===== config.mk =====
export PLATFORM = sky130hd
export DESIGN_NAME = msix_vec_regfile
export DESIGN_NICKNAME = d
export VERILOG_FILES = /design/src/rtl/msix_rf_pkg.sv /design/src/rtl/msix_access_decode.sv /design/src/rtl/msix_entry_slot.sv /design/src/rtl/msix_pend_view.sv /design/src/rtl/msix_vec_regfile.sv
export SDC_FILE = /design/constraint.sdc
export NUM_CORES = 2
export LEC_CHECK = 0
export ABC_AREA = 1
export BUFFER_PORTS_ARGS = -buffer_cell sky130_fd_sc_hd__buf_2
export CAP_MARGIN = 20
export CORE_AREA = 2 2 675 677
export DETAILED_ROUTE_END_ITERATION = 10
export DIE_AREA = 0 0 677 679
export MAX_ROUTING_LAYER = met4
export SLEW_MARGIN = 20
export SYNTH_ARGS = -nofsm -noshare
export SYNTH_HDL_FRONTEND = slang
export SYNTH_SLANG_ARGS = --single-unit
export TNS_END_PERCENT = 5

===== constraint.sdc =====
create_clock -name clk -period 5.18 [get_ports clk]
set_clock_uncertainty 0.2 [all_clocks]
set_input_delay 1.554 -clock clk [delete_from_list [all_inputs] [get_ports clk]]
set_output_delay 1.554 -clock clk [all_outputs]
set_load 0.02 [all_outputs]

===== src/rtl/msix_rf_pkg.sv =====
package msix_rf_pkg;

    typedef enum logic [1:0] {
        ACC_BAD = 2'd0,
        ACC_OOR = 2'd1,
        ACC_OK  = 2'd2
    } acc_kind_e;

    localparam logic [1:0] SZ_W32 = 2'b10;
    localparam logic [1:0] SZ_W64 = 2'b11;

    // word 0 addr low, 1 addr high, 2 message data, 3 vector control
    typedef logic [3:0][31:0] slot_t;

    localparam slot_t SLOT_RESET = '{32'd1, 32'd0, 32'd0, 32'd0};

endpackage


===== src/rtl/msix_access_decode.sv =====
module msix_access_decode
    import msix_rf_pkg::*;
#(
    parameter int NUM_VEC = 16,
    parameter int OFF_W   = 16,
    parameter int IDX_W   = 5
) (
    input  logic             region_i,
    input  logic [1:0]       size_i,
    input  logic [OFF_W-1:0] offset_i,
    output acc_kind_e        kind_o,
    output logic [IDX_W-1:0] idx_o,
    output logic [1:0]       word_o,
    output logic             wide_o
);
    localparam int PEND_WORDS = NUM_VEC / 64 + 1;

    logic [OFF_W-5:0] tbl_idx;
    logic [OFF_W-4:0] pnd_idx;
    logic             aligned;
    logic             in_range;
    logic             size_ok;

    assign tbl_idx = offset_i[OFF_W-1:4];
    assign pnd_idx = offset_i[OFF_W-1:3];
    assign size_ok = (size_i == SZ_W32) || (size_i == SZ_W64);
    assign wide_o  = (size_i == SZ_W64);

    always_comb begin
        if (region_i) begin
            in_range = int'(pnd_idx) < PEND_WORDS;
            aligned  = wide_o ? (offset_i[2:0] == 3'd0) : (offset_i[1:0] == 2'd0);
            word_o   = {1'b0, offset_i[2]};
            idx_o    = IDX_W'(pnd_idx);
        end else begin
            in_range = int'(tbl_idx) < NUM_VEC;
            aligned  = wide_o ? (offset_i[2:0] == 3'd0) : (offset_i[1:0] == 2'd0);
            word_o   = offset_i[3:2];
            idx_o    = IDX_W'(tbl_idx);
        end
        if (!size_ok)       kind_o = ACC_BAD;
        else if (!in_range) kind_o = ACC_OOR;
        else if (!aligned)  kind_o = ACC_BAD;
        else                kind_o = ACC_OK;
    end

endmodule


===== src/rtl/msix_entry_slot.sv =====
module msix_entry_slot
    import msix_rf_pkg::*;
(
    input  logic        clk,
    input  logic        rst_n,
    input  logic        we_i,
    input  logic        wide_i,
    input  logic [1:0]  word_i,
    input  logic [63:0] wdata_i,
    output slot_t       slot_o,
    output logic        unmask_o
);
    slot_t slot_d, slot_q;

    always_comb begin
        slot_d = slot_q;
        if (we_i) begin
            slot_d[word_i] = wdata_i[31:0];
            if (wide_i) slot_d[{word_i[1], 1'b1}] = wdata_i[63:32];
        end
        unmask_o = slot_q[3][0] & ~slot_d[3][0];
    end

    always_ff @(posedge clk or negedge rst_n) begin
        if (!rst_n) slot_q <= SLOT_RESET;
        else        slot_q <= slot_d;
    end

    assign slot_o = slot_q;

endmodule


===== src/rtl/msix_pend_view.sv =====
module msix_pend_view #(
    parameter int NUM_VEC = 16,
    parameter int IDX_W   = 5
) (
    input  logic [NUM_VEC-1:0] pend_i,
    input  logic [IDX_W-1:0]   idx_i,
    input  logic               upper_i,
    input  logic               wide_i,
    output logic [63:0]        data_o
);
    localparam int PEND_WORDS = NUM_VEC / 64 + 1;
    localparam int PAD_BITS   = PEND_WORDS * 64;

    logic [PAD_BITS-1:0] padded;
    logic [63:0]         word;

    assign padded = PAD_BITS'(pend_i);

    always_comb begin
        word = '0;
        for (int w = 0; w < PEND_WORDS; w++) begin
            if (int'(idx_i) == w) word = padded[w*64 +: 64];
        end
        if (wide_i)       data_o = word;
        else if (upper_i) data_o = {32'd0, word[63:32]};
        else              data_o = {32'd0, word[31:0]};
    end

endmodule


===== src/rtl/msix_vec_regfile.sv =====
module msix_vec_regfile
    import msix_rf_pkg::*;
#(
    parameter int NUM_VEC = 16,
    parameter int OFF_W   = 16,
    localparam int VEC_W  = $clog2(NUM_VEC),
    localparam int IDX_W  = $clog2(NUM_VEC + 1)
) (
    input  logic                   clk,
    input  logic                   rst_n,
    input  logic                   req_valid,
    input  logic                   req_write,
    input  logic                   req_region,
    input  logic [1:0]             req_size,
    input  logic [OFF_W-1:0]       req_offset,
    input  logic [63:0]            req_wdata,
    output logic                   rsp_valid,
    output logic [63:0]            rsp_rdata,
    output logic [NUM_VEC-1:0]     vec_mask,
    output logic [64*NUM_VEC-1:0]  vec_addr,
    output logic [32*NUM_VEC-1:0]  vec_data,
    input  logic [NUM_VEC-1:0]     pend_in,
    output logic                   unmask_stb,
    output logic [VEC_W-1:0]       unmask_idx
);
    typedef struct packed {
        logic             rsp_valid;
        logic [63:0]      rsp_rdata;
        logic             stb;
        logic [VEC_W-1:0] stb_idx;
    } port_state_t;

    port_state_t st_d, st_q;

    acc_kind_e          dec_kind;
    logic [IDX_W-1:0]   dec_idx;
    logic [1:0]         dec_word;
    logic               dec_wide;
    logic [63:0]        pend_rd;
    logic               tbl_we;
    slot_t              slots [NUM_VEC];
    logic [NUM_VEC-1:0] slot_unmask;

    msix_access_decode #(
        .NUM_VEC(NUM_VEC), .OFF_W(OFF_W), .IDX_W(IDX_W)
    ) u_decode (
        .region_i(req_region),
        .size_i  (req_size),
        .offset_i(req_offset),
        .kind_o  (dec_kind),
        .idx_o   (dec_idx),
        .word_o  (dec_word),
        .wide_o  (dec_wide)
    );

    msix_pend_view #(
        .NUM_VEC(NUM_VEC), .IDX_W(IDX_W)
    ) u_pend (
        .pend_i (pend_in),
        .idx_i  (dec_idx),
        .upper_i(dec_word[0]),
        .wide_i (dec_wide),
        .data_o (pend_rd)
    );

    assign tbl_we = req_valid && req_write && !req_region && (dec_kind == ACC_OK);

    for (genvar i = 0; i < NUM_VEC; i++) begin : g_slot
        msix_entry_slot u_slot (
            .clk     (clk),
            .rst_n   (rst_n),
            .we_i    (tbl_we && (int'(dec_idx) == i)),
            .wide_i  (dec_wide),
            .word_i  (dec_word),
            .wdata_i (req_wdata),
            .slot_o  (slots[i]),
            .unmask_o(slot_unmask[i])
        );
        assign vec_mask[i]          = slots[i][3][0];
        assign vec_addr[i*64 +: 64] = {slots[i][1], slots[i][0]};
        assign vec_data[i*32 +: 32] = slots[i][2];
    end

    always_comb begin
        logic [63:0] rd;
        slot_t       sel;
        sel = SLOT_RESET;
        for (int i = 0; i < NUM_VEC; i++) begin
            if (int'(dec_idx) == i) sel = slots[i];
        end
        rd = '0;
        case (dec_kind)
            ACC_OOR: rd = dec_wide ? '1 : 64'h0000_0000_FFFF_FFFF;
            ACC_OK: begin
                if (req_region)    rd = pend_rd;
                else if (dec_wide) rd = {sel[{dec_word[1], 1'b1}], sel[dec_word]};
                else               rd = {32'd0, sel[dec_word]};
            end
            default: rd = '0;
        endcase

        st_d           = st_q;
        st_d.rsp_valid = req_valid && !req_write;
        if (req_valid && !req_write) st_d.rsp_rdata = rd;
        st_d.stb       = |slot_unmask;
        st_d.stb_idx   = '0;
        for (int i = 0; i < NUM_VEC; i++) begin
            if (slot_unmask[i]) st_d.stb_idx = VEC_W'(i);
        end
    end

    always_ff @(posedge clk or negedge rst_n) begin
        if (!rst_n) st_q <= '0;
        else        st_q <= st_d;
    end

    assign rsp_valid  = st_q.rsp_valid;
    assign rsp_rdata  = st_q.rsp_rdata;
    assign unmask_stb = st_q.stb;
    assign unmask_idx = st_q.stb_idx;

endmodule


==> run_results.csv <==
group,metric,value,unit
yosys,syn-cell-area,112300,µm²
placement,place.gp.congestion,1.009,
sta,timing_hold_violations_final,0,
grt,grt_pass1_vias,95868,
drt,initialDrtViolationCount,13161,
sta,min_period,4.719,ns
die,io_pins,1725,
clock_tree,cts_tree,"done",
worst_setup_path,r2r_end,"rsp_rdata[0]",
grt,grt-busiest-layer,"met2",
worst_setup_path,ff2ff_path_depth,19,
drt,drc_errors,0,
yosys,avgSynthCellArea,7.736,µm²
yosys,ys_seq_area_frac,0.4723,
sta,slew_viol_final,0,
final_layout,final-seq-area,53020,µm²
yosys,ys.flop_type,"dfrtp_1",
clock_tree,cts_sinks,2118,
yosys,synth.area.top_cells,"dfrtp_1 47%, nand2_1 12%, o21ai_0 12%",
power,pwr-share-seq,0.418,
worst_setup_path,rrSetupSlack,1.89,ns
clock_tree,cts_buffers,267,
sta,max_freq,211.9,MHz
clock_tree,postCtsSetupRepairBufs,0,
drt,ant_nets,0,
power,p_sw_frac,0.2722,
clock_tree,root_buffer,"clkbuf_16",
grt,grt_use_met3,0.05843,
sta,slew_headroom,0.2273,
sta,setup_viol,0,
yosys,synth_seq_cells,2118,
job,max-cap-violations,0,
clock_tree,cts_buffer_depth,4,
grt,use_met2,0.4248,
power,p_comb_frac,0.078,
power,switchingPower,10.87,mW
die,die_area,459700,µm²
clock_tree,cts.reportedPaths.clkPinSlew,0.06,ns
sta,fin_crit_sh,0.9109,
yosys,synth_edf_count,0,
worst_setup_path,cp-end-kind,"register",
die,design.core.area,451800,µm²
drt,totalWireLength,639600,µm
sta,fin_ws,0.4614,ns
clock_tree,cts_max_level,5,
drt,dr.pass1.iters,9,
grt,grt-ovfl-total,0,
hold_path,holdCritStartpoint,"rsp_rdata[63]",
power,pwr-share-clk,0.505,
hold_path,worstHoldEndpoint,"rsp_rdata[63]",
worst_setup_path,reg2reg_from,"g_slot[2].u_slot.slot_o[32]",
yosys,synth_cell_types,47,
final_layout,drive_gt1_frac,0.2129,
clock_tree,cts_resized,0,
grt,gr-usage-all-layers,0.2751,
outcome,outcome,"complete, no violations",
clock_tree,clkLatencyLatePin,0.97,ns
drt,routed_via_density,4.983,
placement,dp_hpwl,491100,µm
yosys,async_flop_share,1.000,
final_layout,final_nets,14809,
die,die_y,679,µm
yosys,netlist.top_cell.by_area,"dfrtp_1",
die,initial_core_util,0.2484,
grt,grt_max_degree,189,
final_layout,multi_input_comb_area,39800,µm²
sta,worstMarginPinSlew,1.156,ns
die,chipWidth,677,µm
grt,antenna_found_initial,101,
final_layout,fillCellCount,48660,
drt,wire_per_inst,30.51,µm
yosys,synth_nets,14613,
power,max-vdd-ir-drop,0.2772,mV
power,power.density,305.5,nW/µm²
placement,io_buffers,1724,
clock_tree,hold_buffers,0,
worst_setup_path,start_kind,"input pin",
yosys,ys.warnings.count,0,
power,power.static_leakage,62.85,nW
sta,rsz0062_at_grt,"no",
worst_setup_path,cp.arrival,5.33,ns
grt,use_met1,0.3284,
yosys,synthCells,14510,
grt,grt_first_pass_wirelength,854700,µm
hold_path,holdPathStages,2,
hold_path,hp-class,"reg2reg",
worst_setup_path,required,5.80,ns
worst_setup_path,worstPathMaxFanout,13,
final_layout,area.growth.synth_to_final,16.42,%
drt,num_vias,104470,
die,rows,247,
power,p_int,29.05,mW
yosys,yosys.area.top_type_share,0.4686,
worst_setup_path,critPathKind,"in2reg",
placement,dp_slack,-0.5662,ns
final_layout,fin_util,0.2892,
critical path, cell delays in order:
cell	delay [ns]
buf_2	0.19
inv_2	0.11
nand2_1	0.08
nand2_2	0.08
buf_12	0.14
nor2_4	0.19
inv_1	0.12
nor2_4	0.37
buf_4	0.20
inv_4	0.05
buf_12	0.15
o22ai_1	0.48
buf_4	0.21
nand4_1	0.09
buf_4	0.17
a21oi_1	0.13
buf_4	0.17
nand4_1	0.09
nor2_1	0.20
nand4_1	0.18
nand2_1	0.11
nor2_1	0.08
nand3_1	0.07
a21oi_1	0.06
Yosys cell counts (79+ instances only):
library cell,number
nand3_1,265
o21ai_1,79
inv_1,1072
o21ai_0,2660
o22ai_1,291
nand2_1,3703
clkbuf_1,782
buf_2,149
a21oi_1,299
nor2_1,855
buf_4,1578
nand4_1,330
or2_2,83
dfrtp_1,2102
power by group through the flow:
stage               registers [mW]  logic [mW]  clock network, mW
detailed placement            17.0        3.09                  0
global route                  16.7        3.27               21.0
floorplan                     17.0        1.02                  0
global placement              17.0        3.08                  0
finish                        16.7        3.11               20.1
CTS                           16.7        3.09               20.4
per-stage QoR:
stage | setup TNS, ns | std cells | area [µm²] | hold WS (ns) | power (mW)
final | 0 | 20964 | 130700 | 0.2931 | 39.92
after global routing | 0 | 20926 | 130600 | 0.3190 | 40.95
after global placement | -3.686 | 20411 | 121200 | 0.2678 | 20.05
after floorplan | 0 | 14510 | 112300 | 0.2620 | 18.05
after CTS | 0 | 20891 | 130500 | 0.2597 | 40.17
after detailed placement | -3.363 | 20412 | 121200 | 0.2802 | 20.05
cells in the final DEF (no fill, tap or decap), types with 5 or more instances in the layout:
| cell | count |
|---|---|
| nand2_1 | 3654 |
| a21oi_1 | 298 |
| nand3_1 | 265 |
| nor2_2 | 22 |
| nand2_4 | 25 |
| nand2_2 | 31 |
| inv_4 | 11 |
| dfrtp_1 | 2102 |
| or2_2 | 83 |
| clkinvlp_4 | 7 |
| inv_1 | 1049 |
| clkinv_1 | 5 |
| buf_12 | 197 |
| o21ai_0 | 2660 |
| clkbuf_8 | 61 |
| o21ai_1 | 79 |
| diode_2 | 72 |
| clkinv_2 | 34 |
| clkbuf_1 | 47 |
| nor2_4 | 33 |
| nand4_1 | 330 |
| buf_4 | 552 |
| clkinv_4 | 7 |
| buf_2 | 1723 |
| clkinv_16 | 9 |
| o22ai_1 | 291 |
| inv_6 | 14 |
| inv_16 | 6 |
| inv_2 | 31 |
| bufinv_16 | 23 |
| nor3_1 | 19 |
| dfstp_2 | 16 |
| a22oi_1 | 40 |
| nor2_1 | 836 |
| or2_0 | 16 |
| clkbuf_16 | 269 |
| nand3b_1 | 23 |
how the worst max path moves through the flow:
| stage | from | endpoint | slack [ns] | depth (start not counted) |
|---|---|---|---|---|
| 2_1_floorplan | req_offset[15] | g_slot[2].u_slot.slot_o[124] | 1.38 | 15 |
| 4_1_cts | req_region | rsp_rdata[0] | 0.49 | 27 |
| 5_1_grt | req_region | rsp_rdata[0] | 0.32 | 27 |
| 6_report | req_region | rsp_rdata[21] | 0.46 | 24 |
| 3_3_place_gp | req_region | rsp_rdata[0] | -0.58 | 27 |
| 3_5_place_dp | req_region | rsp_rdata[0] | -0.57 | 27 |
kinds of logic (layout without fill, tap and decap cells):
family / after synthesis / after routing / synth area share
compound gates: 3396 / 3396 / 0.1563
simple gates: 5349 / 5349 / 0.1945
flops: 2118 / 2118 / 0.4723
buf+inv: 3647 / 4053 / 0.1769
other cells: 0 / 72 / 0
cell type report:
type,instances,area share
diodes,72,0.001379
clock buffers,377,0.05929
clock inverters,102,0.01182
inverters,1101,0.03202
multi-input cells,8745,0.3046
flip-flops and latches,2118,0.4057
well taps,5976,0.05722
repair buffers,2473,0.1280
routing by layer:
layer  routed length [µm]  part of all wire
met5                    0                 0
met4                49400             0.077
met3                56960             0.089
met2               289000              0.45
met1               244200              0.38
No activity file was read; power rests on OpenSTA's default activity.
